## config.mk

```make
export PLATFORM = sky130hd
export DESIGN_NAME = vram_addr_mux
export DESIGN_NICKNAME = d
export VERILOG_FILES = /design/src/rtl/vram_mux_pkg.sv /design/src/rtl/vram_prog_reg.sv /design/src/rtl/vram_addr_latch.sv /design/src/rtl/vram_rfsh_ctl.sv /design/src/rtl/vram_addr_mux.sv
export SDC_FILE = /design/constraint.sdc
export NUM_CORES = 1
export LEC_CHECK = 0
export BUFFER_PORTS_ARGS = -buffer_cell sky130_fd_sc_hd__buf_2
export CORE_MARGIN = 2
export CORE_UTILIZATION = 50
export CTS_BUF_LIST = sky130_fd_sc_hd__clkbuf_4
export CTS_CLUSTER_DIAMETER = 50
export CTS_CLUSTER_SIZE = 40
export DETAILED_ROUTE_END_ITERATION = 12
export GPL_ROUTABILITY_DRIVEN = 1
export HOLD_SLACK_MARGIN = 0.05
export PLACE_DENSITY_LB_ADDON = 0.15
export SLEW_MARGIN = 20
export SYNTH_ARGS = -nofsm -noshare
export SYNTH_HDL_FRONTEND = slang
export SYNTH_HIERARCHICAL = 1
export SYNTH_SLANG_ARGS = --single-unit
```

## constraint.sdc

```tcl
create_clock -name clk -period 2.7 [get_ports clk]
set_clock_uncertainty 0.1 [all_clocks]
set_input_delay 0.405 -clock clk [delete_from_list [all_inputs] [get_ports clk]]
set_output_delay 0.405 -clock clk [all_outputs]
set_load 0.1 [all_outputs]
```

## src/rtl/vram_mux_pkg.sv

```systemverilog
package vram_mux_pkg;
    localparam int VRA_ADDR_W   = 11;
    localparam int VRA_BANK_W   = 2;
    localparam int VRA_RFSH_LEN = 4;

    function automatic int cfg_width(input int addr_w, input int bank_w);
        return 2 * (addr_w - 1) + bank_w;
    endfunction
endpackage

```

## src/rtl/vram_prog_reg.sv

```systemverilog
module vram_prog_reg #(
    parameter int ADDR_W = vram_mux_pkg::VRA_ADDR_W,
    parameter int BANK_W = vram_mux_pkg::VRA_BANK_W,
    localparam int CFG_W = vram_mux_pkg::cfg_width(ADDR_W, BANK_W)
) (
    input  logic              clk,
    input  logic              rst_n,
    input  logic              mode_ld_n,
    input  logic [ADDR_W-1:0] row_in,
    input  logic [ADDR_W-1:0] col_in,
    input  logic [BANK_W-1:0] bank_in,
    output logic [CFG_W-1:0]  cfg_q
);
    typedef struct packed {
        logic [CFG_W-1:0] cfg;
    } prog_st_t;

    prog_st_t st_d, st_q;

    always_comb begin
        st_d = st_q;
        if (!mode_ld_n) begin
            st_d.cfg = {bank_in, col_in[ADDR_W-2:0], row_in[ADDR_W-2:0]};
        end
    end

    always_ff @(posedge clk or negedge rst_n) begin
        if (!rst_n) st_q <= '0;
        else        st_q <= st_d;
    end

    assign cfg_q = st_q.cfg;

    AST_CFG_HOLD: assert property (@(posedge clk) disable iff (!rst_n)
        mode_ld_n |=> $stable(cfg_q));
endmodule

```

## src/rtl/vram_addr_latch.sv

```systemverilog
module vram_addr_latch #(
    parameter int ADDR_W = vram_mux_pkg::VRA_ADDR_W,
    parameter int BANK_W = vram_mux_pkg::VRA_BANK_W
) (
    input  logic              clk,
    input  logic              rst_n,
    input  logic              acc_req,
    input  logic              inc_en,
    input  logic [ADDR_W-1:0] row_in,
    input  logic [ADDR_W-1:0] col_in,
    input  logic [BANK_W-1:0] bank_in,
    output logic [ADDR_W-1:0] row_q,
    output logic [ADDR_W-1:0] col_q,
    output logic [BANK_W-1:0] bank_q
);
    typedef struct packed {
        logic              req;
        logic [ADDR_W-1:0] row;
        logic [ADDR_W-1:0] col;
        logic [BANK_W-1:0] bank;
    } lat_st_t;

    lat_st_t st_d, st_q;
    logic    capture;

    always_comb begin
        st_d     = st_q;
        st_d.req = acc_req;
        capture  = acc_req && !st_q.req;
        if (capture) begin
            st_d.row  = row_in;
            st_d.col  = col_in;
            st_d.bank = bank_in;
        end else if (inc_en) begin
            st_d.col = st_q.col + 1'b1;
        end
    end

    always_ff @(posedge clk or negedge rst_n) begin
        if (!rst_n) st_q <= '0;
        else        st_q <= st_d;
    end

    assign row_q  = st_q.row;
    assign col_q  = st_q.col;
    assign bank_q = st_q.bank;

    AST_LATCH_HOLD: assert property (@(posedge clk) disable iff (!rst_n)
        !(acc_req && !st_q.req) |=> ($stable(row_q) && $stable(bank_q)));
    AST_COL_STEP: assert property (@(posedge clk) disable iff (!rst_n)
        (inc_en && !(acc_req && !st_q.req)) |=> col_q == ADDR_W'($past(col_q) + 1'b1));
    AST_COL_STILL: assert property (@(posedge clk) disable iff (!rst_n)
        (!inc_en && !(acc_req && !st_q.req)) |=> $stable(col_q));
endmodule

```

## src/rtl/vram_rfsh_ctl.sv

```systemverilog
module vram_rfsh_ctl #(
    parameter int ADDR_W   = vram_mux_pkg::VRA_ADDR_W,
    parameter int RFSH_LEN = vram_mux_pkg::VRA_RFSH_LEN,
    localparam int TMR_W   = (RFSH_LEN > 2) ? $clog2(RFSH_LEN) : 1
) (
    input  logic              clk,
    input  logic              rst_n,
    input  logic              rfsh_act,
    input  logic              hold,
    output logic [ADDR_W-1:0] rfsh_row,
    output logic              rfsh_done
);
    typedef struct packed {
        logic              act;
        logic              busy;
        logic [TMR_W-1:0]  tmr;
        logic              done;
        logic [ADDR_W-1:0] row;
    } rf_st_t;

    rf_st_t st_d, st_q;

    always_comb begin
        st_d      = st_q;
        st_d.act  = rfsh_act;
        st_d.done = 1'b0;
        if (!st_q.busy) begin
            if (rfsh_act && !st_q.act) begin
                st_d.busy = 1'b1;
                st_d.tmr  = TMR_W'(RFSH_LEN - 1);
            end
        end else if (!hold) begin
            if (st_q.tmr == '0) begin
                st_d.busy = 1'b0;
                st_d.done = 1'b1;
                st_d.row  = st_q.row + 1'b1;
            end else begin
                st_d.tmr = st_q.tmr - 1'b1;
            end
        end
    end

    always_ff @(posedge clk or negedge rst_n) begin
        if (!rst_n) st_q <= '0;
        else        st_q <= st_d;
    end

    assign rfsh_row  = st_q.row;
    assign rfsh_done = st_q.done;

    AST_DONE_PULSE: assert property (@(posedge clk) disable iff (!rst_n)
        rfsh_done |=> !rfsh_done);
    AST_ROW_STEP: assert property (@(posedge clk) disable iff (!rst_n)
        rfsh_done |-> rfsh_row == ADDR_W'($past(rfsh_row) + 1'b1));
    AST_ROW_STABLE: assert property (@(posedge clk) disable iff (!rst_n)
        !rfsh_done |-> $stable(rfsh_row));
    AST_HOLD_EXT: assert property (@(posedge clk) disable iff (!rst_n)
        (st_q.busy && hold) |=> !rfsh_done);
endmodule

```

## src/rtl/vram_addr_mux.sv

```systemverilog
module vram_addr_mux #(
    parameter int ADDR_W   = vram_mux_pkg::VRA_ADDR_W,
    parameter int BANK_W   = vram_mux_pkg::VRA_BANK_W,
    parameter int RFSH_LEN = vram_mux_pkg::VRA_RFSH_LEN,
    localparam int CFG_W   = vram_mux_pkg::cfg_width(ADDR_W, BANK_W)
) (
    input  logic              clk,
    input  logic              rst_n,
    input  logic [ADDR_W-1:0] row_in,
    input  logic [ADDR_W-1:0] col_in,
    input  logic [BANK_W-1:0] bank_in,
    input  logic              acc_req,
    input  logic              col_phase,
    input  logic              rfsh_act,
    input  logic              col_inc,
    input  logic              mode_ld_n,
    output logic [ADDR_W-1:0] addr_out,
    output logic [BANK_W-1:0] bank_out,
    output logic [ADDR_W-1:0] rfsh_row,
    output logic              rfsh_done,
    output logic [CFG_W-1:0]  cfg_out
);
    logic              flow;
    logic              inc_en;
    logic [ADDR_W-1:0] row_lat, col_lat;
    logic [BANK_W-1:0] bank_lat;
    logic [ADDR_W-1:0] row_src, col_src;

    vram_prog_reg #(.ADDR_W(ADDR_W), .BANK_W(BANK_W)) u_prog (
        .clk(clk), .rst_n(rst_n), .mode_ld_n(mode_ld_n),
        .row_in(row_in), .col_in(col_in), .bank_in(bank_in), .cfg_q(cfg_out)
    );

    assign flow   = cfg_out[0];
    assign inc_en = col_inc && !rfsh_act && !flow;

    vram_addr_latch #(.ADDR_W(ADDR_W), .BANK_W(BANK_W)) u_latch (
        .clk(clk), .rst_n(rst_n), .acc_req(acc_req), .inc_en(inc_en),
        .row_in(row_in), .col_in(col_in), .bank_in(bank_in),
        .row_q(row_lat), .col_q(col_lat), .bank_q(bank_lat)
    );

    vram_rfsh_ctl #(.ADDR_W(ADDR_W), .RFSH_LEN(RFSH_LEN)) u_rfsh (
        .clk(clk), .rst_n(rst_n), .rfsh_act(rfsh_act), .hold(col_inc),
        .rfsh_row(rfsh_row), .rfsh_done(rfsh_done)
    );

    always_comb begin
        row_src  = flow ? row_in  : row_lat;
        col_src  = flow ? col_in  : col_lat;
        bank_out = flow ? bank_in : bank_lat;
        if (rfsh_act)       addr_out = rfsh_row;
        else if (col_phase) addr_out = col_src;
        else                addr_out = row_src;
    end

    AST_RFSH_MUX: assert property (@(posedge clk) disable iff (!rst_n)
        rfsh_act |-> addr_out == rfsh_row);
    AST_ROW_PHASE: assert property (@(posedge clk) disable iff (!rst_n)
        (!rfsh_act && !col_phase && !cfg_out[0]) |-> addr_out == row_lat);
    AST_COL_PHASE: assert property (@(posedge clk) disable iff (!rst_n)
        (!rfsh_act && col_phase && !cfg_out[0]) |-> addr_out == col_lat);
    AST_FLOW_THRU: assert property (@(posedge clk) disable iff (!rst_n)
        (!rfsh_act && cfg_out[0]) |-> addr_out == (col_phase ? col_in : row_in));
endmodule

```

==> results by group <==
Pwr
  – Worst vdd ir: 0.000356 V
  – Pwr/cell area: 726 nW/µm²
  – Pwr Total: 3.03 mW
  – Leak: 1.86 nW

Critical path
  – Critical path's top delay family: flip-flops
  – Critical path data arrival time: 1980 ps
  – Crit-path max cell delay: 630 ps
  – Crit path launch type: register
  – WS Path Type: register to primary output
  – Crit path required time: 2190 ps
  – CP Cell Sequence: buf_4 -> and2b_1 -> a211oi_2 -> a221oi_4 -> buf_12
  – R2R Path Start: u_prog/cfg_q[0]$_DFFE_PN0N_
  – CP Max Fanout: 18
  – Bufs and invs on worst path: 2
  – CP endpoint kind: primary output
  – CP startpoint: u_prog/cfg_q[0]$_DFFE_PN0N_
  – Slowest-stage cell, CP: dfrtp_2

Yosys
  – Main area contributors after synthesis: dfrtp_1 44%, mux2_2 12%, buf_4 7.6%
  – Synth Area in Adders: 1.05%
  – Mapped Nets: 339
  – Yosys top cell area share: 44.2%
  – XOR/XNOR Fraction of Synth Area: 5.16%
  – Yosys cell types: 35
  – #FFs+latches synth: 63
  – Asr flop ratio synth: 100%
  – Post-synthesis cell count: 305
  – Ys Warns: 6
  – Register area share after synthesis: 44.2%
  – Largest family of logic cells by synthesized area: multiplexers
  – Post-synthesis simple-gate area fraction: 11.0%
  – Synth Flop Type: dfrtp_1
  – Syn Area/Cell: 11.7 µm²
  – Syn Std Cell Area: 3570 µm²
  – Most common library cells after synthesis: 63 x dfrtp_1, 38 x mux2_2, 36 x buf_4
  – Number of flops mapped to enable cells by yosys: 0
  – Multiplexer share of the synthesized area: 15.4%
  – Count leader, synth: dfrtp_1
  – Synth Area in Compound Gates: 10.5%
  – Yosys top cell by area: dfrtp_1

Global route
  – Initial antenna violation count: 0
  – Met3 Usage GRT: 3.82%
  – Most Crowded Layer GR: met2
  – Via count of the first global-routing pass: 2342
  – Global-route wire length before repair: 11500 µm
  – Met2 Use GR: 31.7%
  – Largest net degree at the start of global routing: 64
  – Met1 usage: 26.0%
  – Total track usage: 19.7%
  – Total gr overflow: 0

Drt
  – # DRC: 0
  – Via density per instance: 5.06
  – DR iter-0 viols: 99
  – WL final: 7200 µm
  – Detailed-router iteration count before antenna repair: 4
  – Detail Route Antenna Nets: 0
  – Via Count: 2307
  – Average routed wire per standard cell: 15.8 µm

Floorplanning
  – Die span in y: 88.5 µm
  – Initial Util: 52.2%
  – Die Wd: 88.5 µm
  – Total core area: 6830 µm²
  – Number of core rows: 30
  – IO Pins: 78
  – DIE AREA: 7830 µm²

STA
  – Setup Viol. Count Final: 0
  – Final hold viol count: 0
  – Final max-slew violation count: 0
  – Min Tclk post-route: 2480 ps
  – Worst slew pin tran: 743 ps
  – Fmax: 0.403 GHz
  – Hold_ws: 152 ps
  – Slew HR: 50.2%
  – Setup Total Neg Slack: 0 ps
  – RSZ-0062 raised after global routing: no
  – Fin crit share: 91.9%

Clock network
  – CTS Buf Count: 9
  – Post-CTS sizing: 0
  – H-tree Lvls: 3
  – CTS tree: done
  – Clock tree buffer depth: 2
  – Worst-Skew Late Latency: 390 ps
  – CTS root buf: clkbuf_4
  – # Post-CTS Setup Buffers: 0
  – Clock Pin Slew Worst Setup and Hold Paths: 100 ps
  – Hold_buf cts: 2
  – Total clock sinks: 63

Status
  – Status: completed

Worst hold path
  – Min-delay src: row_in[10]
  – Hold WC Path Type: input pin to register

Job
  – Max cap viols: 0

Placed design
  – GP Congestion: 0.745
  – Placed Instances: 440
  – Detailed Place HPWL: 5400 µm
  – PortBufs: 77

Cells and area
  – Inserted Diodes: 0
  – Layout cells sized above 1: 46.9%
  – Non-Filler Instances: 456
  – Area Growth Syn to Fin: 17.2%
  – Nets: 391
-- routing by layer --
| metal | routed length (µm) | up-vias | share of wire [%] |
|---|---|---|---|
| li1 | - | 1126 | - |
| met3 | 296 | 7 | 4.1 |
| met2 | 3520 | 56 | 49 |
| met1 | 3290 | 1118 | 46 |
| met4 | 91 | 0 | 1.3 |
| met5 | 0 | - | 0 |
-- placed cells by master (no fill, tap or decap), types with 5 or more instances in the layout --
cell type | synthesis | final
buf_12 | 2 | 12
a211oi_2 | 10 | 10
nor3_1 | 5 | 5
a221oi_4 | 0 | 11
dfrtp_1 | 63 | 62
buf_4 | 36 | 10
nor2_1 | 7 | 6
nand2_1 | 25 | 25
clkbuf_4 | 0 | 9
mux2i_1 | 12 | 12
inv_1 | 15 | 15
o21ai_0 | 11 | 11
xnor2_1 | 11 | 11
xor2_1 | 10 | 10
mux2_2 | 38 | 38
buf_2 | 4 | 66
nor2b_1 | 10 | 9
-- stage by stage --
stage,setup slack [ps],cell area [µm²],utilization [%]
global placement,422,4070,59.5
finish,218,4180,61.2
global route,93.8,4180,61.2
detailed placement,387,4070,59.5
floorplan,106,3690,-
CTS,194,4180,61.2
-- worst paths after layout --
path	to	slack [ps]	depth (start not counted)
max	addr_out[3]	220	5
max reg2reg	u_latch/col_q[9]$_DFFE_PN0P_	510	6
min in group asynchronous	u_rfsh/rfsh_row[0]$_DFFE_PN0P_	450	3
max in group asynchronous	u_prog/cfg_q[0]$_DFFE_PN0N_	1750	3
min reg2reg	u_prog/cfg_q[18]$_DFFE_PN0N_	410	1
min	u_latch/row_q[10]$_DFFE_PN0P_	150	2
-- report_power, final --
part	internal, mW	switching, mW
combinational	0.389	0.955
clock	0.171	0.321
sequential	1.07	0.123
-- sequential cells by signal (all words and copies together) (netlist names) --
name and cells:
u_rfsh/st_q 4, u_latch/row_q 11, u_latch/bank_q 2, u_latch/col_q 11, u_rfsh/rfsh_row 11, u_latch/st_q 1
u_prog/cfg_q 22, u_rfsh/rfsh_done 1
-- worst reg2reg max path, delay by kind of cell (launching register included) --
kind	cells	cell delay, ps
and+or+nand+nor	3	950
DFF	1	570
buffers and inverters	1	230
xor gates and xnor gates	1	170
AOI/OAI and AO/OA	1	70
-- logic make-up (layout without fill, tap and decap cells) --
logic type	after synthesis	count (layout)
xor+xnor	21	21
simple gates	68	68
flops	63	63
buf+inv	64	119
mux	50	50
compound gates	36	36
fa+ha+maj	3	3
-- area by class of cell --
cell class	instances	area, µm²
fillers	593	2650
inverters	15	56.3
flip-flops and latches	63	1580
multi-input cells	178	1670
well taps	96	120
clock buffers	9	67.6
repair buffers	90	666
clock inverters	5	27.5
(Power assumes the default switching activity.)
